## src/rtl/adc_win_pkg.sv

```systemverilog
package adc_win_pkg;

    localparam int RES_W     = 16;
    localparam int BYTE_W    = 8;
    localparam int NUM_BYTES = RES_W / BYTE_W;
    localparam int ADDR_W    = 3;
    localparam int JUST_W    = 3;
    localparam int SHIFT_MAX = 4;

    // register map: result bytes, then greater-than, then less-than, then flag
    localparam int BASE_RES  = 0;
    localparam int BASE_GT   = BASE_RES + NUM_BYTES;
    localparam int BASE_LT   = BASE_GT + NUM_BYTES;
    localparam int ADDR_FLAG = BASE_LT + NUM_BYTES;

    typedef logic [RES_W-1:0]  res_t;
    typedef logic [BYTE_W-1:0] byte_t;

    typedef struct packed {
        logic              wr;
        logic [ADDR_W-1:0] addr;
        byte_t             data;
    } bus_req_t;

    typedef struct packed {
        res_t gt;
        res_t lt;
    } win_limits_t;

    typedef enum logic {
        WIN_OUTSIDE = 1'b0,
        WIN_INSIDE  = 1'b1
    } win_mode_e;

    function automatic logic addr_hit(input logic [ADDR_W-1:0] a, input int target);
        return a == ADDR_W'(target);
    endfunction

    function automatic win_mode_e mode_of(input win_limits_t l);
        return (l.lt > l.gt) ? WIN_INSIDE : WIN_OUTSIDE;
    endfunction

    function automatic logic in_region(input res_t v, input win_limits_t l, input win_mode_e m);
        if (m == WIN_INSIDE)
            return (v > l.gt) && (v < l.lt);
        return (v < l.lt) || (v > l.gt);
    endfunction

endpackage

```

## src/rtl/adc_acc_reg.sv

```systemverilog
module adc_acc_reg
    import adc_win_pkg::*;
#(
    parameter int SMAX = SHIFT_MAX,
    parameter int BASE = BASE_RES
) (
    input  logic              clk,
    input  logic              rst,
    input  logic              conv_valid,
    input  res_t              conv_data,
    input  bus_req_t          req,
    input  logic              wr_block,
    input  logic [JUST_W-1:0] just_code,
    output res_t              acc_q,
    output res_t              fmt_q,
    output res_t              fmt_d,
    output logic              upd_evt
);

    localparam int NB = NUM_BYTES;
    localparam int BW = BYTE_W;

    logic [NB-1:0] lane_wr;
    res_t          acc_d;
    res_t          shifted_q [SMAX+1];
    res_t          shifted_d [SMAX+1];

    // per-byte host write enables; a conversion or a block input locks them out
    for (genvar b = 0; b < NB; b++) begin : g_lane
        assign lane_wr[b] = req.wr && addr_hit(req.addr, BASE + b) && !wr_block && !conv_valid;
    end

    always_comb begin
        acc_d = acc_q;
        if (conv_valid) begin
            acc_d = conv_data;
        end else begin
            for (int i = 0; i < NB; i++) begin
                if (lane_wr[i])
                    acc_d[i*BW +: BW] = req.data;
            end
        end
    end

    assign upd_evt = conv_valid || (|lane_wr);

    always_ff @(posedge clk) begin
        if (rst)
            acc_q <= '0;
        else if (upd_evt)
            acc_q <= acc_d;
    end

    // candidate shifts of the stored and of the incoming value
    for (genvar s = 0; s <= SMAX; s++) begin : g_shift
        assign shifted_q[s] = acc_q >> s;
        assign shifted_d[s] = acc_d >> s;
    end

    // codes beyond SMAX fall back to the unshifted candidate
    always_comb begin
        fmt_q = shifted_q[0];
        fmt_d = shifted_d[0];
        for (int s = 1; s <= SMAX; s++) begin
            if (int'(just_code) == s) begin
                fmt_q = shifted_q[s];
                fmt_d = shifted_d[s];
            end
        end
    end

endmodule

```

## src/rtl/adc_limit_regs.sv

```systemverilog
module adc_limit_regs
    import adc_win_pkg::*;
#(
    parameter int BASE = BASE_GT
) (
    input  logic        clk,
    input  logic        rst,
    input  bus_req_t    req,
    output win_limits_t lim
);

    localparam int NB     = NUM_BYTES;
    localparam int BW     = BYTE_W;
    localparam int NLIMIT = 2;   // index 0 = greater-than, 1 = less-than

    logic [NLIMIT*RES_W-1:0] lim_flat;

    for (genvar k = 0; k < NLIMIT; k++) begin : g_limit
        for (genvar b = 0; b < NB; b++) begin : g_byte
            byte_t byte_q;
            always_ff @(posedge clk) begin
                if (rst)
                    byte_q <= '0;
                else if (req.wr && addr_hit(req.addr, BASE + k*NB + b))
                    byte_q <= req.data;
            end
            assign lim_flat[(k*NB + b)*BW +: BW] = byte_q;
        end
    end

    assign lim.gt = lim_flat[RES_W-1:0];
    assign lim.lt = lim_flat[2*RES_W-1:RES_W];

endmodule

```

## src/rtl/adc_window_cmp.sv

```systemverilog
module adc_window_cmp
    import adc_win_pkg::*;
(
    input  logic        clk,
    input  logic        rst,
    input  logic        evt,
    input  res_t        value,
    input  win_limits_t lim,
    input  logic        clr,
    output logic        hit,
    output logic        flag
);

    win_mode_e mode;

    assign mode = mode_of(lim);
    assign hit  = evt && in_region(value, lim, mode);

    // a fresh match outranks a clear in the same cycle
    always_ff @(posedge clk) begin
        if (rst)
            flag <= 1'b0;
        else if (hit)
            flag <= 1'b1;
        else if (clr)
            flag <= 1'b0;
    end

endmodule

```

## src/rtl/adc_result_window.sv

```systemverilog
module adc_result_window
    import adc_win_pkg::*;
(
    input  logic              clk,
    input  logic              rst,
    input  logic              conv_valid,
    input  logic [RES_W-1:0]  conv_data,
    input  logic [JUST_W-1:0] just_code,
    input  logic              wr_block,
    input  logic              bus_wr,
    input  logic [ADDR_W-1:0] bus_addr,
    input  logic [BYTE_W-1:0] bus_wdata,
    output logic [BYTE_W-1:0] bus_rdata,
    output logic              win_flag
);

    localparam int NB = NUM_BYTES;
    localparam int BW = BYTE_W;

    bus_req_t    req;
    res_t        acc_q;
    res_t        fmt_q;
    res_t        fmt_d;
    logic        upd_evt;
    win_limits_t lim;
    logic        flag_clr;
    logic        hit_evt;

    assign req.wr   = bus_wr;
    assign req.addr = bus_addr;
    assign req.data = bus_wdata;

    assign flag_clr = bus_wr && addr_hit(bus_addr, ADDR_FLAG) && !bus_wdata[0];

    adc_acc_reg #(
        .SMAX (SHIFT_MAX),
        .BASE (BASE_RES)
    ) u_acc (
        .clk        (clk),
        .rst        (rst),
        .conv_valid (conv_valid),
        .conv_data  (conv_data),
        .req        (req),
        .wr_block   (wr_block),
        .just_code  (just_code),
        .acc_q      (acc_q),
        .fmt_q      (fmt_q),
        .fmt_d      (fmt_d),
        .upd_evt    (upd_evt)
    );

    adc_limit_regs #(
        .BASE (BASE_GT)
    ) u_lim (
        .clk (clk),
        .rst (rst),
        .req (req),
        .lim (lim)
    );

    adc_window_cmp u_cmp (
        .clk   (clk),
        .rst   (rst),
        .evt   (upd_evt),
        .value (fmt_d),
        .lim   (lim),
        .clr   (flag_clr),
        .hit   (hit_evt),
        .flag  (win_flag)
    );

    always_comb begin
        bus_rdata = '0;
        for (int b = 0; b < NB; b++) begin
            if (addr_hit(bus_addr, BASE_RES + b)) bus_rdata = fmt_q[b*BW +: BW];
            if (addr_hit(bus_addr, BASE_GT + b))  bus_rdata = lim.gt[b*BW +: BW];
            if (addr_hit(bus_addr, BASE_LT + b))  bus_rdata = lim.lt[b*BW +: BW];
        end
        if (addr_hit(bus_addr, ADDR_FLAG))
            bus_rdata = {{(BW-1){1'b0}}, win_flag};
    end

endmodule

```

## config.mk

```make
export PLATFORM = sky130hd
export DESIGN_NAME = adc_result_window
export DESIGN_NICKNAME = d
export VERILOG_FILES = /design/src/rtl/adc_win_pkg.sv /design/src/rtl/adc_acc_reg.sv /design/src/rtl/adc_limit_regs.sv /design/src/rtl/adc_window_cmp.sv /design/src/rtl/adc_result_window.sv
export SDC_FILE = /design/constraint.sdc
export NUM_CORES = 1
export LEC_CHECK = 0
export BUFFER_PORTS_ARGS = -buffer_cell sky130_fd_sc_hd__buf_2
export CAP_MARGIN = 10
export CORE_MARGIN = 2
export CORE_UTILIZATION = 56
export CTS_CLUSTER_DIAMETER = 150
export DETAILED_ROUTE_END_ITERATION = 12
export PLACE_DENSITY = 0.83
export SLEW_MARGIN = 20
export SYNTH_ARGS = -nofsm -noshare
export SYNTH_HDL_FRONTEND = slang
export SYNTH_SLANG_ARGS = --single-unit
```

## constraint.sdc

```tcl
create_clock -name clk -period 3.9 [get_ports clk]
set_input_delay 0.39 -clock clk [delete_from_list [all_inputs] [get_ports clk]]
set_output_delay 0.39 -clock clk [all_outputs]
set_load 0.1 [all_outputs]
```

# Yosys cells after proc, flatten, opt, wreduce, memory -nomap -nowiden
# Index checks and enable logic that the tools add are counted.
[totals]
register_bits = 49
[op_classes]
magnitude_cmp = 3
eq_ne = 10
n_mux = 24
reduce_logical = 22
[ops]
columns = ["cell", "count"]
rows = [
  ["16-bit two-way mux", 9],
  ["8-bit two-way mux", 9],
  ["16-bit > comparator", 2],
  ["3-bit equality test, second input constant", 6],
  ["16-bit less-than comparator", 1],
  ["1-bit logical AND", 14],
  ["3-bit by 2-bit equality test with 1-bit output, second input constant", 3],
  ["1-bit two-way mux", 6],
  ["3-bit by 1-bit equality test with 1-bit output, second input constant", 1],
  ["1-bit zero test", 3],
  ["3-bit zero test", 1],
  ["1-bit logical OR", 2],
  ["2-bit nonzero test", 1],
  ["2-bit OR reduction", 1],
]

# Logic depth before layout (Yosys ltp)
# Gate-level depths: netlist of run 1.
[logic_depth]
depth_word = 16
depth_mapped = 16
mapped_depth_nobuf = 15

# By module
# A second synthesis of run 1 with hierarchy kept.
[hier_totals]
cells_unflattened = 626
area_unflattened_um2 = 5181.2
[by_module_without_submodules]
columns = ["mod", "n_inst", "cells_each", "area_per_inst_um2"]
rows = [
  ["adc_acc_reg", 1, 273, 2095.8],
  ["adc_limit_regs", 1, 117, 1310.0],
  ["adc_window_cmp", 1, 157, 1199.9],
  ["adc_result_window", 1, 79, 575.6],
]

# Least setup slack after synthesis of run 1
# No wires, ideal clock.
[synth_path]
kind = "input to output"
startpoint = "in just_code[0]"
endpoint = "out bus_rdata[2]"
arrival_time_ns = 3.867
t_required_ns = 3.510
path_slack_ns = -0.357
cell_stages = 8
path_buffers = 2
path_cell_list = "buf_2 > nor2_1 > xnor2_1 > buf_2 > o221ai_1 > o21ai_0 > a21oi_1 > a221oi_1"
[synth_between]
elab_chain_len = 12
[synth_rtl]
columns = ["item", "line", "text"]
rows = [
  ["from (decl)", "adc_result_window.sv:8", "input logic [JUST_W-1:0] just_code,"],
  ["3-bit by 2-bit equality test with 1-bit output", "adc_acc_reg.sv:65", "if (int'(just_code) == s) begin"],
  ["16-bit two-way mux (3 in series)", "adc_acc_reg.sv:65", ""],
  ["16-bit two-way mux *", "adc_acc_reg.sv:65", ""],
  ["8-bit two-way mux", "adc_result_window.sv:75", "if (addr_hit(bus_addr, BASE_RES + b)) bus_rdata = fmt_q[b*BW +: BW];"],
  ["8-bit two-way mux", "adc_result_window.sv:76", "if (addr_hit(bus_addr, BASE_GT + b)) bus_rdata = lim.gt[b*BW +: BW];"],
  ["8-bit two-way mux", "adc_result_window.sv:77", "if (addr_hit(bus_addr, BASE_LT + b)) bus_rdata = lim.lt[b*BW +: BW];"],
  ["8-bit two-way mux *", "adc_result_window.sv:75", ""],
  ["8-bit two-way mux *", "adc_result_window.sv:76", ""],
  ["8-bit two-way mux *", "adc_result_window.sv:77", ""],
  ["8-bit two-way mux *", "adc_result_window.sv:79", "if (addr_hit(bus_addr, ADDR_FLAG))"],
  ["to (decl)", "adc_result_window.sv:13", "output logic [BYTE_W-1:0] bus_rdata,"],
]
# Mark *: on every way between the ends. The rest lies on a longest branch, timed or not.

# Worst setup path after layout of run 1
[layout_path]
startpoint = "in bus_addr[2]"
endpoint = "reg u_cmp.flag"
[layout_between]
elab_chain_len = 16
[layout_rtl]
columns = ["item", "line", "text"]
rows = [
  ["from (decl)", "adc_result_window.sv:11", "input logic [ADDR_W-1:0] bus_addr,"],
  ["3-bit by 1-bit equality test with 1-bit output or 3-bit zero test (tied branches)", "adc_win_pkg.sv:36", "return a == ADDR_W'(target);"],
  ["1-bit logical AND (3 in series)", "adc_acc_reg.sv:30", "assign lane_wr[b] = req.wr && addr_hit(req.addr, BASE + b) && !wr_block && !conv_valid;"],
  ["8-bit two-way mux", "adc_acc_reg.sv:39", "if (lane_wr[i])"],
  ["16-bit two-way mux", "adc_acc_reg.sv:35", "if (conv_valid) begin"],
  ["16-bit two-way mux (4 in series)", "adc_acc_reg.sv:65", ""],
  ["16-bit > comparator or 16-bit less-than comparator (tied branches)", "adc_win_pkg.sv:45, adc_win_pkg.sv:46", ""],
  ["1-bit logical AND", "adc_win_pkg.sv:45", "return (v > l.gt) && (v < l.lt);"],
  ["1-bit two-way mux", "adc_win_pkg.sv:44", "if (m == WIN_INSIDE)"],
  ["1-bit two-way mux", "adc_win_pkg.sv:46", "return (v < l.lt) || (v > l.gt);"],
  ["1-bit logical AND", "adc_window_cmp.sv:17", "assign hit = evt && in_region(value, lim, mode);"],
  ["1-bit two-way mux or 2-bit nonzero test (tied branches)", "n/a", ""],
  ["to (signal assigned)", "adc_window_cmp.sv:22", "flag <= 1'b0;"],
  ["to (signal assigned)", "adc_window_cmp.sv:24", "flag <= 1'b1;"],
  ["to (signal assigned)", "adc_window_cmp.sv:26", "flag <= 1'b0;"],
  ["to (decl)", "adc_window_cmp.sv:11", "output logic flag"],
]
# Several ways; a longest one is shown, not always the timed one. The select of a mux whose other input is x is not followed.
# A chain may end at the register's enable or synchronous reset.

==> results of run 1 <==
[tightest hold or removal path: cells and delay by family]
kind | cells | cell delay [ns]
buffers and inverters | 1 | 0.10
multiplexers | 1 | 0.09
AND/OR/NAND/NOR | 1 | 0.09
[Yosys cell counts, drive strengths merged, types with 4 or more instances]
master | instances | share of area, %
nor2b | 15 | 2.1
a21oi | 77 | 8.0
o22ai | 18 | 2.3
nand2 | 96 | 7.5
o2bb2ai | 5 | 1.0
o221ai | 10 | 1.8
o21ai | 45 | 4.8
mux2 | 8 | 1.9
ha | 47 | 12
clkbuf | 24 | 1.9
a22o | 4 | 0.72
a22oi | 9 | 1.4
o21a | 6 | 0.93
buf | 20 | 2.1
a21o | 5 | 0.77
nand4 | 8 | 1.0
nor3 | 8 | 0.82
nand2b | 4 | 0.51
inv | 36 | 2.8
a221oi | 6 | 1.2
nor2 | 61 | 4.7
dfxtp | 49 | 20
mux2i | 29 | 6.6
o211ai | 13 | 2.0
nand3 | 12 | 1.5
[stage by stage]
step | worst slack (ns) | instances
6_report | 0.1965 | 804
5_1_grt | 0.03346 | 804
4_1_cts | 0.3448 | 804
3_5_place_dp | -0.001377 | 796
3_3_place_gp | 0.1979 | 796
2_1_floorplan | 0.4612 | 669
[logic make-up (layout without fill, tap and decap cells)]
family          after synthesis  in the layout  share of synthesized area (%)
compound gates              229            229                          30.67
xor+xnor                      2              2                         0.3602
fa+ha+maj                    47             47                          12.09
buf+inv                      81            111                          6.766
flops                        49             49                          20.17
mux                          37             37                          8.490
simple gates                224            224                          21.46
[cells in the final DEF, fill, tap and decap left out, types with 3 or more instances in the layout]
| master | synthesis | layout |
|---|---|---|
| sky130_fd_sc_hd__nand2_1 | 95 | 95 |
| sky130_fd_sc_hd__a21oi_1 | 76 | 76 |
| sky130_fd_sc_hd__nor2_1 | 61 | 61 |
| sky130_fd_sc_hd__dfxtp_1 | 49 | 49 |
| sky130_fd_sc_hd__ha_1 | 47 | 47 |
| sky130_fd_sc_hd__buf_2 | 17 | 41 |
| sky130_fd_sc_hd__o21ai_0 | 40 | 40 |
| sky130_fd_sc_hd__inv_1 | 35 | 35 |
| sky130_fd_sc_hd__mux2i_1 | 26 | 26 |
| sky130_fd_sc_hd__buf_4 | 1 | 22 |
| sky130_fd_sc_hd__o22ai_1 | 18 | 18 |
| sky130_fd_sc_hd__nor2b_1 | 14 | 14 |
| sky130_fd_sc_hd__o211ai_1 | 13 | 13 |
| sky130_fd_sc_hd__nand3_1 | 11 | 11 |
| sky130_fd_sc_hd__o221ai_1 | 10 | 10 |
| sky130_fd_sc_hd__a22oi_1 | 9 | 9 |
| sky130_fd_sc_hd__nor3_1 | 8 | 8 |
| sky130_fd_sc_hd__nand4_1 | 8 | 8 |
| sky130_fd_sc_hd__mux2_2 | 7 | 7 |
| sky130_fd_sc_hd__o21a_1 | 6 | 6 |
| sky130_fd_sc_hd__a21o_1 | 5 | 5 |
| sky130_fd_sc_hd__clkbuf_8 | 0 | 5 |
| sky130_fd_sc_hd__nand2b_1 | 4 | 4 |
| sky130_fd_sc_hd__a22o_1 | 4 | 4 |
| sky130_fd_sc_hd__o2bb2ai_1 | 4 | 4 |
| sky130_fd_sc_hd__or2_2 | 3 | 3 |
| sky130_fd_sc_hd__o22a_1 | 3 | 3 |
| sky130_fd_sc_hd__and2_1 | 3 | 3 |
| sky130_fd_sc_hd__a2bb2oi_1 | 3 | 3 |
| sky130_fd_sc_hd__a221oi_2 | 1 | 3 |
| sky130_fd_sc_hd__and3_1 | 3 | 3 |
| sky130_fd_sc_hd__o21ai_1 | 3 | 3 |
| sky130_fd_sc_hd__a221oi_1 | 5 | 3 |
| sky130_fd_sc_hd__a211oi_1 | 3 | 3 |
| sky130_fd_sc_hd__buf_12 | 0 | 3 |
[layout make-up]
type                            instances  area share (%)
Clock inverter                          2          0.2814
Clock buffer                            6           1.360
Timing Repair Buffer                   66           8.068
Multi-Input combinational cell        539           66.84
Tap cell                              105           2.462
Inverter                               37           2.603
Sequential cell                        49           18.39
[path summary, 6_finish.rpt]
kind                                               end  depth (start not counted)
setup / recovery                            u_cmp.flag                         17
hold / removal                          u_acc.acc_q[6]                          3
setup reg to reg                            u_cmp.flag                         13
hold reg to reg   u_lim.g_limit[0].g_byte[0].byte_q[7]                          2
[power by group]
| part | leakage (nW) | internal (mW) | switching, mW |
|---|---|---|---|
| sequential | 0.400 | 0.520 | 0.0297 |
| clock | 0.0374 | 0.127 | 0.197 |
| combinational | 1.68 | 0.221 | 0.404 |
[routing by layer]
| layer | wire length, um | share of wire, % | vias up |
|---|---|---|---|
| met1 | 6947 | 39 | 2517 |
| met2 | 7925 | 44 | 390 |
| li1 | - | - | 2495 |
| met3 | 2117 | 12 | 74 |
| met4 | 864 | 4.8 | 0 |
| met5 | 0 | 0 | - |
[registers in the layout (all words and copies together), names as in the netlist]
register	cells
u_lim.g_limit.g_byte.byte_q	32
u_acc.acc_q	16
u_cmp.flag	1
==> impl_summary.md, run 1 <==
Worst setup path
The launch point of the worst reg-to-reg path is u_acc.acc_q[12]. The delay contributed by the slowest stage of the critical path is 0.47 ns. The worst register-to-register path has a setup slack of 0.59 ns. The worst path arrival time is 3.95 ns. The endpoint type of the worst setup path is a flip-flop. The cell with the largest stage delay on the worst path is sky130_fd_sc_hd__a2111oi_0.

Walking the worst path, the cells encountered are buf_2 -> buf_4 -> nor4_2 -> nand2_1 -> mux2_2 -> mux2i_1 -> o2bb2ai_1 -> nor3_1 -> nor2_1 -> ha_1 -> o211ai_1 -> a21oi_1 -> o211ai_1 -> o211ai_1 -> o211ai_1 -> a2111oi_0 -> o2bb2ai_1. Counting both buffers and inverters, the worst setup path holds a total of 2. The most used cell along the critical path is sky130_fd_sc_hd__o211ai_1. Of all nets on the critical path, the largest fanout is 10.

The critical setup path kind is input port to flip-flop. The launching element of the worst setup path is bus_addr[2]. In this design, the largest share of critical-path delay is due to compound AO/OA/AOI/OAI gates. The worst setup path is launched from an input port. Data on the critical path is required at its endpoint by 4.14 ns.

Floorplanning
The count of pins on the block boundary is 44. The row count is 33. In this run the standard cell core region covers 8299 um^2. The area of the die is 9446 um^2. The die is 97.19 um tall. The die is 97.19 um wide. Once the floorplan was initialized, standard cells occupied 58.60% of the core.

GRT
The met2 track utilization from global routing is 59.78%. In the global route stage, overall resource usage came out at 37.09%. The number of antenna violations at the first check in global routing is 0. The overflow left after global routing is 0. The largest net degree at the start of global routing is 51. The met1 usage is 47.08%.

The global routing usage on met3 is 9.856%. After global routing, the most crowded layer is met2. The global-route wire length before repair is 28080 um. The number of global-route vias before repair came to 5204.

STA
The total count of max-transition violations in the final report came to 0. After layout, the worst path uses 94.96% of the clock period. The count of final setup violators is 0. Clock skew on the completed layout was measured at 0.006443 ns.

The smallest clock period supported by the final layout is computed as 3.703 ns. The maximum frequency from static timing analysis is 0.2700 GHz. The setup TNS is 0 ns.

The number of failing hold endpoints at the final stage was 0. The final worst hold slack is 0.3953 ns. In this run the tightest slew margin relative to its limit is 33.10%. For the pin with the worst max-slew slack, the measured transition is 1.004 ns. Setup repair after global routing left no endpoint under its margin.

Final layout
Cells fill 64.28% of the core in the end. In the final layout, the share of cells above drive strength 1 is 14.88%. The post-layout net count is 780. The area used by multi-input combinational logic is 3566 um^2.

The total inserted antenna cells is 0. The area growth from synthesis to layout is 9.699%. The number of inserted filler cells in the final layout is 767. The sequential cells in the finished layout cover a total of 980.9 um^2. Summing all non-filler instances in the final layout gives an area of 5335 um^2.

Synth
For this run, asynchronously set or reset flops after synthesis account for 0%. Yosys printed 0 warnings. The synthesized netlist net count is 751.

The number of flops mapped to enable cells by yosys is 0. The gate count of the mapped netlist is 669. Summing the sequential cell areas from Yosys gives 20.17% of the chip area. Among all flip-flop cells after synthesis, the most frequent one is sky130_fd_sc_hd__dfxtp_1. The number of library cell types mapped by synthesis is 73. The average instance in the mapped netlist occupies 7.270 um^2.

The mapped netlist covers 4863 um^2. Counting flops and latches in the post-synthesis netlist gives 49.

CTS
The maximum clock path buffer count is 2. The H-tree depth reported by CTS is 2. The sink count of the clock tree is 49.

Post-CTS timing repair inserted 0 buffers for setup. The clock tree from TritonCTS is yes. The tree is rooted in a sky130_fd_sc_hd__clkbuf_8. TritonCTS created 5 clock buffers. The insertion delay to the later sink of the worst-skew pair is 0.31 ns. The quantity of gates resized following cts is 0. The CTS clock-pin slew for the worst setup and hold paths is 0.10 ns. Buffers inserted to repair hold after CTS numbered 0.

Run
The max-cap violation count is 0.

Drt
For this block, the routed nets add up to 17850 um of wire. For this block, the initial DRC count from the detailed router was 531. The routed layout has 5476 vias. After detailed routing, the number of remaining DRC violations is 0. In the routed layout, each cell is associated on average with a via count of 6.811.

The remaining antenna violation count after routing is 0. The average wire per standard cell is 22.21 um. The first detailed-routing pass ran for 5 iterations.

Pwr
Across the VDD grid, the largest voltage drop is 0.1807 mV. The static leakage is 2.119 nW. The total power draw is 1.500 mW. For this design the ratio of total power to cell area is 281.1 nW/um^2.

Place
The count of buffers added on input and output ports is 43. The final RePlAce weighted congestion is 1.142. The cell area reported after detailed placement is 5248 um^2.

Detailed placement ended at an HPWL of 13620 um.

Status
The run finished with clean final reports.

Hold path
The launch point of the worst hold path is conv_data[6]. The tightest min-delay check is of the input port to flip-flop type.
Note: power is estimated with default switching activity, not from simulation.
==> inputs of run 2 (changes only) <==
--- a/config.mk
+++ b/config.mk
@@ -5,6 +5,7 @@
 export SDC_FILE = /design/constraint.sdc
 export NUM_CORES = 1
 export LEC_CHECK = 0
+export ABC_AREA = 1
 export BUFFER_PORTS_ARGS = -buffer_cell sky130_fd_sc_hd__buf_2
 export CAP_MARGIN = 10
 export CORE_MARGIN = 2
@@ -12,7 +13,6 @@
 export CTS_CLUSTER_DIAMETER = 150
 export DETAILED_ROUTE_END_ITERATION = 12
 export PLACE_DENSITY = 0.83
-export SLEW_MARGIN = 20
 export SYNTH_ARGS = -nofsm -noshare
 export SYNTH_HDL_FRONTEND = slang
 export SYNTH_SLANG_ARGS = --single-unit
==> impl_summary.md, run 2 <==
Synth
The number of synthesis warnings came to 0 (unchanged). The post-synthesis instance area was 4419 um^2 (was 4863 um^2). The area share of the largest cell type after synthesis is 22.20% (was 20.17%). The synthesized netlist net count is 741 (was 751). The total of flip-flops plus latches after synthesis was 49 (unchanged).

The library cell occupying the most area in the post-synthesis netlist was sky130_fd_sc_hd__dfxtp_1 (unchanged). The flip-flop cell with the highest count after synthesis is sky130_fd_sc_hd__dfxtp_1 (unchanged). The number of library cell types mapped by synthesis is 41 (was 73). The proportion of register bits with asynchronous set or reset after synthesis is 0% (unchanged). The number of flops mapped to enable cells by yosys came to 0 (unchanged). The gate count of the mapped netlist is 659 (was 669). The synthesized area per cell is 6.706 um^2 (was 7.270 um^2).

The post-synthesis sequential area ratio was 22.20% (was 20.17%). The cell with the most instances after synthesis is sky130_fd_sc_hd__nand2_1 (unchanged). Top area cells in the synthesized netlist: sky130_fd_sc_hd__dfxtp_1 22%, sky130_fd_sc_hd__ha_1 13%, sky130_fd_sc_hd__nand2_1 8.0%, sky130_fd_sc_hd__o21ai_0 7.6%, sky130_fd_sc_hd__inv_1 6.8% (was sky130_fd_sc_hd__dfxtp_1 20%, sky130_fd_sc_hd__ha_1 12%, sky130_fd_sc_hd__a21oi_1 7.8%, sky130_fd_sc_hd__nand2_1 7.3%, sky130_fd_sc_hd__mux2i_1 5.4%).

Top post-synthesis cells by count: 94 x sky130_fd_sc_hd__nand2_1, 80 x sky130_fd_sc_hd__inv_1, 73 x sky130_fd_sc_hd__nor2_1 (was 95 x sky130_fd_sc_hd__nand2_1, 76 x sky130_fd_sc_hd__a21oi_1, 61 x sky130_fd_sc_hd__nor2_1).

Drt
The DRC violation count after routing came to 0 (unchanged). The iteration count of the initial detailed-routing pass is 7 (was 5). The total wirelength of the detailed-routed design was 14950 um (was 17850 um). The remaining antenna violation count after routing is 0 (unchanged). The average wire per standard cell is 18.66 um (was 22.21 um). The number of DRC violations after detailed-routing iteration 0 is 611 (was 531). The via count of the routed design is 5161 (was 5476). The via-per-instance ratio is 6.443 (was 6.811).

Worst setup path
The setup slack on the worst flop-to-flop path is 0.75 ns (was 0.59 ns). The worst path arrival time is 3.84 ns (was 3.95 ns). The reg-to-reg endpoint is u_cmp.flag (unchanged). The startpoint class of the critical path is an input port (unchanged).

The largest fanout of any net on the critical path was 10 (unchanged). The launch point of the worst reg-to-reg path is u_acc.acc_q[3] (was u_acc.acc_q[12]). The critical setup path kind was input port to flip-flop (unchanged). The required arrival time at the worst endpoint is 4.14 ns (about the same). The cell count of the worst reg-to-reg path came to 20 (was 13). The endpoint type of the worst setup path is a flip-flop (unchanged).

STA
The clock skew came to 0.006107 ns (was 0.006443 ns). The count of final setup violators is 0 (unchanged). The minimum period implied by the final worst setup slack is 3.592 ns (was 3.703 ns). The fraction of the cycle the final worst path needs is 92.10% (was 94.96%). The worst slew margin relative to its limit is 34.15% (was 33.10%). The total count of max-transition violations in the final report is 0 (unchanged). The worst path setup slack after routing was 0.3082 ns (was 0.1965 ns).

The setup TNS is 0 ns (unchanged). Setup repair after global routing missed its margin: false (unchanged). The number of failing hold endpoints at the final stage is 0 (unchanged). The maximum frequency from static timing analysis is 0.2784 GHz (was 0.2700 GHz). The pin slew with the least headroom to its limit is 0.9878 ns (was 1.004 ns).

Final layout
Highest-count cells in the layout ignoring fill and taps: 94 x sky130_fd_sc_hd__nand2_1, 80 x sky130_fd_sc_hd__inv_1, 73 x sky130_fd_sc_hd__nor2_1, 67 x sky130_fd_sc_hd__o21ai_0, 49 x sky130_fd_sc_hd__dfxtp_1 (was 95 x sky130_fd_sc_hd__nand2_1, 76 x sky130_fd_sc_hd__a21oi_1, 61 x sky130_fd_sc_hd__nor2_1, 49 x sky130_fd_sc_hd__dfxtp_1, 47 x sky130_fd_sc_hd__ha_1). The area added between synthesis and finish is 11.30% (was 9.699%). Largest registers ranked by flip-flop count: u_lim.g_limit.g_byte.byte_q x32, u_acc.acc_q x16, u_cmp.flag x1 (unchanged).

The number of flip-flops under the largest register name is 32 (unchanged). The fraction of final layout cells with drive strength greater than 1 is 14.02% (was 14.88%). The largest register by flop count is u_lim.g_limit.g_byte.byte_q (unchanged).

The most common cell after layout, fill and taps aside is sky130_fd_sc_hd__nand2_1 (unchanged). The post-layout net count is 781 (was 780). The total inserted antenna cells is 0 (unchanged).

CTS
The insertion delay to the later sink of the worst-skew pair came to 0.31 ns (about the same). The sink count of the clock tree was 49 (unchanged). The clock tree from TritonCTS is yes (unchanged).

The cell at the root of the clock tree is sky130_fd_sc_hd__clkbuf_8 (unchanged). The H-tree depth reported by CTS came to 2 (unchanged). The maximum clock path buffer count was 2 (unchanged). The CTS clock-pin slew for the worst setup and hold paths is 0.10 ns (about the same). The number of buffers added by the clock tree synthesis step is 5 (unchanged).

Place
The count of buffers from port buffering came to 43 (unchanged). The placement-stage worst setup slack is 0.1448 ns (was -0.001377 ns). The final RePlAce weighted congestion is 1.029 (was 1.142). The half-perimeter wire length after placement is 11260 um (was 13620 um).

Pwr
The static leakage is 2.080 nW (was 2.119 nW). The power per standard cell area is 300.0 nW/um^2 (was 281.1 nW/um^2). The peak ir drop on the vdd network is 0.1683 mV (was 0.1807 mV).

Floorplanning
The row count is 32 (was 33). The x dimension of the die came to 92.84 um (was 97.19 um). The effective utilization at floorplan was 57.49% (was 58.60%).

The core region area is 7687 um^2 (was 8299 um^2). The area of the die is 8618 um^2 (was 9446 um^2). The die height is 92.84 um (was 97.19 um).

The count of pins on the block boundary came to 44 (unchanged).

GRT
The number of antenna violations at the first check in global routing is 0 (unchanged). The global-route wire length before repair is 23620 um (was 28080 um). The overflow left after global routing came to 0 (unchanged).

The largest net degree at the start of global routing is 50 (was 51). The global routing usage summed across all routing layers is 34.45% (was 37.09%). The number of global-route vias before repair is 4812 (was 5204).

Run
The max-cap violation count came to 0 (unchanged).

Hold path
The cell count of the worst hold path is 3 (unchanged). The worst hold path class is input port to flip-flop (unchanged). The launch point of the worst hold path is conv_data[0] (was conv_data[6]). The worst-case hold path end point is u_acc.acc_q[0] (was u_acc.acc_q[6]).

Status
Run status: completed (unchanged).
run 2: metal layers:
metal	GRT usage, %	part of all wire [%]
met1	44.55	39
met2	55.62	44
met3	5.777	11
met4	16.54	5.6
met5	0	0
run 2: cell type report:
class / instances / area [um^2]
Timing Repair Buffer: 64 / 417.9
Sequential cell: 49 / 980.9
Clock inverter: 2 / 16.27
Tap cell: 102 / 127.6
Multi-Input combinational cell: 490 / 2973
Inverter: 89 / 334.1
Fill cell: 714 / 2769
Clock buffer: 5 / 68.82
run 2: worst max path at each step:
stage | slack [ns] | endpoint | from | cells after the start
after detailed placement | 0.14 | u_cmp.flag | bus_addr[2] | 23
after CTS | 0.45 | u_cmp.flag | bus_addr[2] | 23
after floorplan | 0.49 | bus_rdata[1] | just_code[1] | 11
final | 0.31 | u_cmp.flag | bus_addr[2] | 23
after global placement | 0.25 | u_cmp.flag | bus_addr[1] | 23
after global routing | 0.01 | u_cmp.flag | bus_addr[1] | 23
run 2: logic make-up (layout without fill, tap and decap cells):
kind of cell,count (synthesis),count (layout),synth area share [%]
flops,49,49,22.20
fa+ha+maj,47,47,13.31
compound gates,231,231,33.07
simple gates,212,212,20.78
buf+inv,120,160,10.65
run 2: worst max-delay path, cell delays in order:
cell                       delay [ns]
sky130_fd_sc_hd__buf_2           0.13
sky130_fd_sc_hd__inv_2           0.10
sky130_fd_sc_hd__nand2_2         0.08
sky130_fd_sc_hd__nor2_2          0.20
sky130_fd_sc_hd__inv_2           0.15
sky130_fd_sc_hd__nor2_4          0.26
sky130_fd_sc_hd__buf_4           0.16
sky130_fd_sc_hd__o211ai_1        0.07
sky130_fd_sc_hd__o21ai_0         0.18
sky130_fd_sc_hd__inv_1           0.14
sky130_fd_sc_hd__a21oi_1         0.19
sky130_fd_sc_hd__o21ai_0         0.10
sky130_fd_sc_hd__o211ai_1        0.09
sky130_fd_sc_hd__o21ai_0         0.16
sky130_fd_sc_hd__ha_1            0.35
sky130_fd_sc_hd__nand2_1         0.08
sky130_fd_sc_hd__o21a_1          0.19
sky130_fd_sc_hd__o221a_2         0.22
sky130_fd_sc_hd__a22oi_1         0.21
sky130_fd_sc_hd__nor2_1          0.08
sky130_fd_sc_hd__a21oi_1         0.14
sky130_fd_sc_hd__nand2_1         0.08
sky130_fd_sc_hd__a21oi_2         0.10
run 2: report_power, final:
group | internal (mW) | switching [mW] | total (mW)
Sequential | 0.526 | 0.0219 | 0.548
Clock | 0.124 | 0.193 | 0.318
Combinational | 0.204 | 0.406 | 0.610
Total | 0.855 | 0.621 | 1.48
run 2: per-stage QoR:
step                cell area, um^2  instances  total power [mW]  hold WS [ns]  util [%]
detailed placement             4806        791             1.145        0.4913     62.52
floorplan                      4419        659            0.9719        0.4713         -
finish                         4918        801             1.475        0.3462     63.98
global placement               4806        791             1.129        0.4794     62.52
CTS                            4891        798             1.453        0.3466     63.62
global route                   4918        801             1.551        0.3558     63.98
run 2: timing repair:
| item | in CTS | in global routing |
|---|---|---|
| hold buffers | 0 | 0 |
| buffers inserted | 0 | 3 |
| gates resized for setup | 0 | 1 |
| setup endpoints to repair | 0 | 1 |
==> inputs of run 3 (changes only) <==
--- a/config.mk
+++ b/config.mk
@@ -13,6 +13,7 @@
 export CTS_CLUSTER_DIAMETER = 150
 export DETAILED_ROUTE_END_ITERATION = 12
 export PLACE_DENSITY = 0.83
+export RECOVER_POWER = 25
 export SYNTH_ARGS = -nofsm -noshare
 export SYNTH_HDL_FRONTEND = slang
 export SYNTH_SLANG_ARGS = --single-unit
==> impl_summary.md, run 3 (synthesis results as in run 2) <==
Status
Run status: completed (unchanged).

CTS
The insertion delay to the later sink of the worst-skew pair came to 0.32 ns (was 0.31 ns). The CTS clock-pin slew for the worst setup and hold paths is 0.11 ns (was 0.10 ns). The sink count of the clock tree came to 49 (unchanged). The H-tree depth reported by CTS is 2 (unchanged). The cell at the root of the clock tree is sky130_fd_sc_hd__clkbuf_8 (unchanged). The maximum clock path buffer count came to 2 (unchanged).

The clock tree from TritonCTS is yes (unchanged). The number of buffers added by the clock tree synthesis step is 5 (unchanged).

Drt
The iteration count of the initial detailed-routing pass is 5 (was 7). The total wirelength of the detailed-routed design is 14940 um (was 14950 um). The average wire per standard cell was 18.66 um (about the same).

The via-per-instance ratio was 6.401 (was 6.443). The via count of the routed design is 5127 (was 5161). The number of DRC violations after detailed-routing iteration 0 is 672 (was 611). The DRC violation count after routing was 0 (unchanged). The remaining antenna violation count after routing is 0 (unchanged).

Worst setup path
The category of cells accounting for the largest share of critical-path delay is compound AO/OA/AOI/OAI gates (unchanged). The delay contributed by the slowest stage of the critical path came to 0.27 ns (was 0.35 ns). The launch point of the worst reg-to-reg path is u_acc.acc_q[3] (unchanged). The cell with the largest stage delay on the worst path is sky130_fd_sc_hd__o21ai_0 (was sky130_fd_sc_hd__ha_1). The launching element of the worst setup path is bus_addr[2] (unchanged).

The buffer and inverter count on the worst path is 4 (was 5). The startpoint class of the critical path is an input port (unchanged). The critical setup path kind is input port to flip-flop (unchanged). The worst path arrival time is 3.81 ns (was 3.84 ns). The endpoint type of the worst setup path is a flip-flop (unchanged). Ordered list of cells on the worst path: buf_2 -> inv_2 -> nand2_2 -> nor2_2 -> inv_2 -> nor2_4 -> buf_4 -> nand2_1 -> o211ai_1 -> o21ai_0 -> o21ai_0 -> a21oi_1 -> o22ai_1 -> nand2_1 -> o21ai_0 -> ha_1 -> a21oi_1 -> o21a_1 -> o221a_2 -> a22oi_1 -> nor2_1 -> a21oi_1 -> nand2_1 -> a21oi_2 (was buf_2 -> inv_2 -> nand2_2 -> nor2_2 -> inv_2 -> nor2_4 -> buf_4 -> o211ai_1 -> o21ai_0 -> inv_1 -> a21oi_1 -> o21ai_0 -> o211ai_1 -> o21ai_0 -> ha_1 -> nand2_1 -> o21a_1 -> o221a_2 -> a22oi_1 -> nor2_1 -> a21oi_1 -> nand2_1 -> a21oi_2).

The required arrival time at the worst endpoint is 4.14 ns (about the same). The largest fanout of any net on the critical path is 10 (unchanged).

STA
The total count of max-transition violations in the final report is 0 (unchanged). The number of failing hold endpoints at the final stage came to 0 (unchanged). The maximum frequency from static timing analysis came to 0.2801 GHz (was 0.2784 GHz). The setup TNS is 0 ns (unchanged).

The minimum period implied by the final worst setup slack is 3.570 ns (was 3.592 ns). The fraction of the cycle the final worst path needs is 91.55% (was 92.10%). Setup repair after global routing missed its margin: false (unchanged). The worst slew margin relative to its limit is 34.78% (was 34.15%).

The pin slew with the least headroom to its limit is 0.9784 ns (was 0.9878 ns). The count of final setup violators is 0 (unchanged). The clock skew was 0.009919 ns (was 0.006107 ns).

Floorplanning
The area of the die is 8618 um^2 (unchanged). The effective utilization at floorplan is 57.49% (unchanged). The core region area is 7687 um^2 (unchanged). The count of pins on the block boundary was 44 (unchanged).

The row count was 32 (unchanged). The x dimension of the die came to 92.84 um (unchanged). The die height is 92.84 um (unchanged).

Pwr
The proportion of power drawn by combinational gates is 41.2% (was 41.3%). The peak ir drop on the vdd network is 0.1685 mV (was 0.1683 mV). The switching power came to 620.4 uW (was 620.7 uW).

The sequential cell fraction of total power is 37.2% (was 37.1%). The total power draw is 1.474 mW (was 1.475 mW). The static leakage is 2.071 nW (was 2.080 nW). The switching part of the total power is 42.08% (was 42.07%). The cell-internal power came to 853.7 uW (was 854.7 uW).

The share of total power in the clock network is 21.6% (was 21.5%). The power per standard cell area is 300.6 nW/um^2 (was 300.0 nW/um^2).

Final layout
The largest register by flop count is u_lim.g_limit.g_byte.byte_q (unchanged). The most common cell after layout, fill and taps aside is sky130_fd_sc_hd__nand2_1 (unchanged). The count of placed standard cells in the final layout, fillers left out is 801 (unchanged).

The post-layout net count is 781 (unchanged). The post-layout utilization of the core is 63.80% (was 63.98%). Largest registers ranked by flip-flop count: u_lim.g_limit.g_byte.byte_q x32, u_acc.acc_q x16, u_cmp.flag x1 (unchanged). Highest-count cells in the layout ignoring fill and taps: 95 x sky130_fd_sc_hd__nand2_1, 81 x sky130_fd_sc_hd__inv_1, 75 x sky130_fd_sc_hd__nor2_1, 67 x sky130_fd_sc_hd__o21ai_0, 49 x sky130_fd_sc_hd__dfxtp_1 (was 94 x sky130_fd_sc_hd__nand2_1, 80 x sky130_fd_sc_hd__inv_1, 73 x sky130_fd_sc_hd__nor2_1, 67 x sky130_fd_sc_hd__o21ai_0, 49 x sky130_fd_sc_hd__dfxtp_1). The number of flip-flops under the largest register name came to 32 (unchanged). The fraction of final layout cells with drive strength greater than 1 is 13.02% (was 14.02%). The total inserted antenna cells is 0 (unchanged). The area added between synthesis and finish is 10.99% (was 11.30%).

GRT
The overflow left after global routing is 0 (unchanged). The number of global-route vias before repair is 4812 (unchanged). The number of antenna violations at the first check in global routing is 0 (unchanged).

The global routing usage summed across all routing layers is 34.45% (unchanged). The largest net degree at the start of global routing was 50 (unchanged). The global-route wire length before repair is 23620 um (unchanged).

Hold path
The worst hold path class was input port to flip-flop (unchanged). The launch point of the worst hold path is conv_data[0] (unchanged).

Run
The max-cap violation count is 0 (unchanged).

Place
The final RePlAce weighted congestion is 1.029 (unchanged). The half-perimeter wire length after placement is 11260 um (unchanged). The count of buffers from port buffering was 43 (unchanged). The placed instance count came to 791 (unchanged).
## run 3: worst min-delay path, stage by stage
cell	delay (ns)
sky130_fd_sc_hd__buf_2	0.10
sky130_fd_sc_hd__nand2_1	0.07
sky130_fd_sc_hd__a21oi_1	0.06
## run 3: worst paths after layout
path	to	slack, ns	cells after the start
worst max-delay path	u_cmp.flag	0.33	24
worst min-delay path	u_acc.acc_q[0]	0.34	3
worst max register to register	u_cmp.flag	0.75	20
worst min register to register	u_lim.g_limit[0].g_byte[0].byte_q[1]	0.51	2
## run 3: power by group through the flow
| stage | Clock [mW] | Combinational, mW | Sequential (mW) |
|---|---|---|---|
| 2_1_floorplan | 0 | 0.405 | 0.567 |
| 3_3_place_gp | 0 | 0.572 | 0.557 |
| 3_5_place_dp | 0 | 0.588 | 0.557 |
| 4_1_cts | 0.316 | 0.590 | 0.546 |
| 5_1_grt | 0.338 | 0.662 | 0.550 |
| 6_report | 0.318 | 0.608 | 0.548 |
## run 3: repair_timing
action	in CTS	in global routing
hold buffers	0	0
gates resized for setup	0	1
setup buffers	0	3
setup endpoints to repair	0	1
## run 3: layout make-up
cell class,instances,area (um^2)
Multi-Input combinational cell,490,2965
Inverter,89,334.1
Tap cell,102,127.6
Clock inverter,2,16.27
Fill cell,721,2783
Sequential cell,49,980.9
Clock buffer,5,68.82
Timing Repair Buffer,64,411.6
## run 3: per-layer routing
metal  global-route usage, %  routed length, um  share of wire [%]  vias to the layer above
met2                   55.62               6671                 45                      337
met5                       0                  0                  0                        -
met3                   5.777               1500                 10                       65
li1                        -                  -                  -                     2415
met1                   44.55               5974                 40                     2310
met4                   16.54                796                5.3                        0
## run 3: stage by stage
stage          setup slack, ns  hold WS, ns  area, um^2
6_report                0.3297       0.3390        4905
3_3_place_gp            0.2509       0.4794        4806
3_5_place_dp            0.1448       0.4913        4806
5_1_grt                0.02093       0.3558        4905
2_1_floorplan           0.4939       0.4713        4419
4_1_cts                 0.4474       0.3466        4891
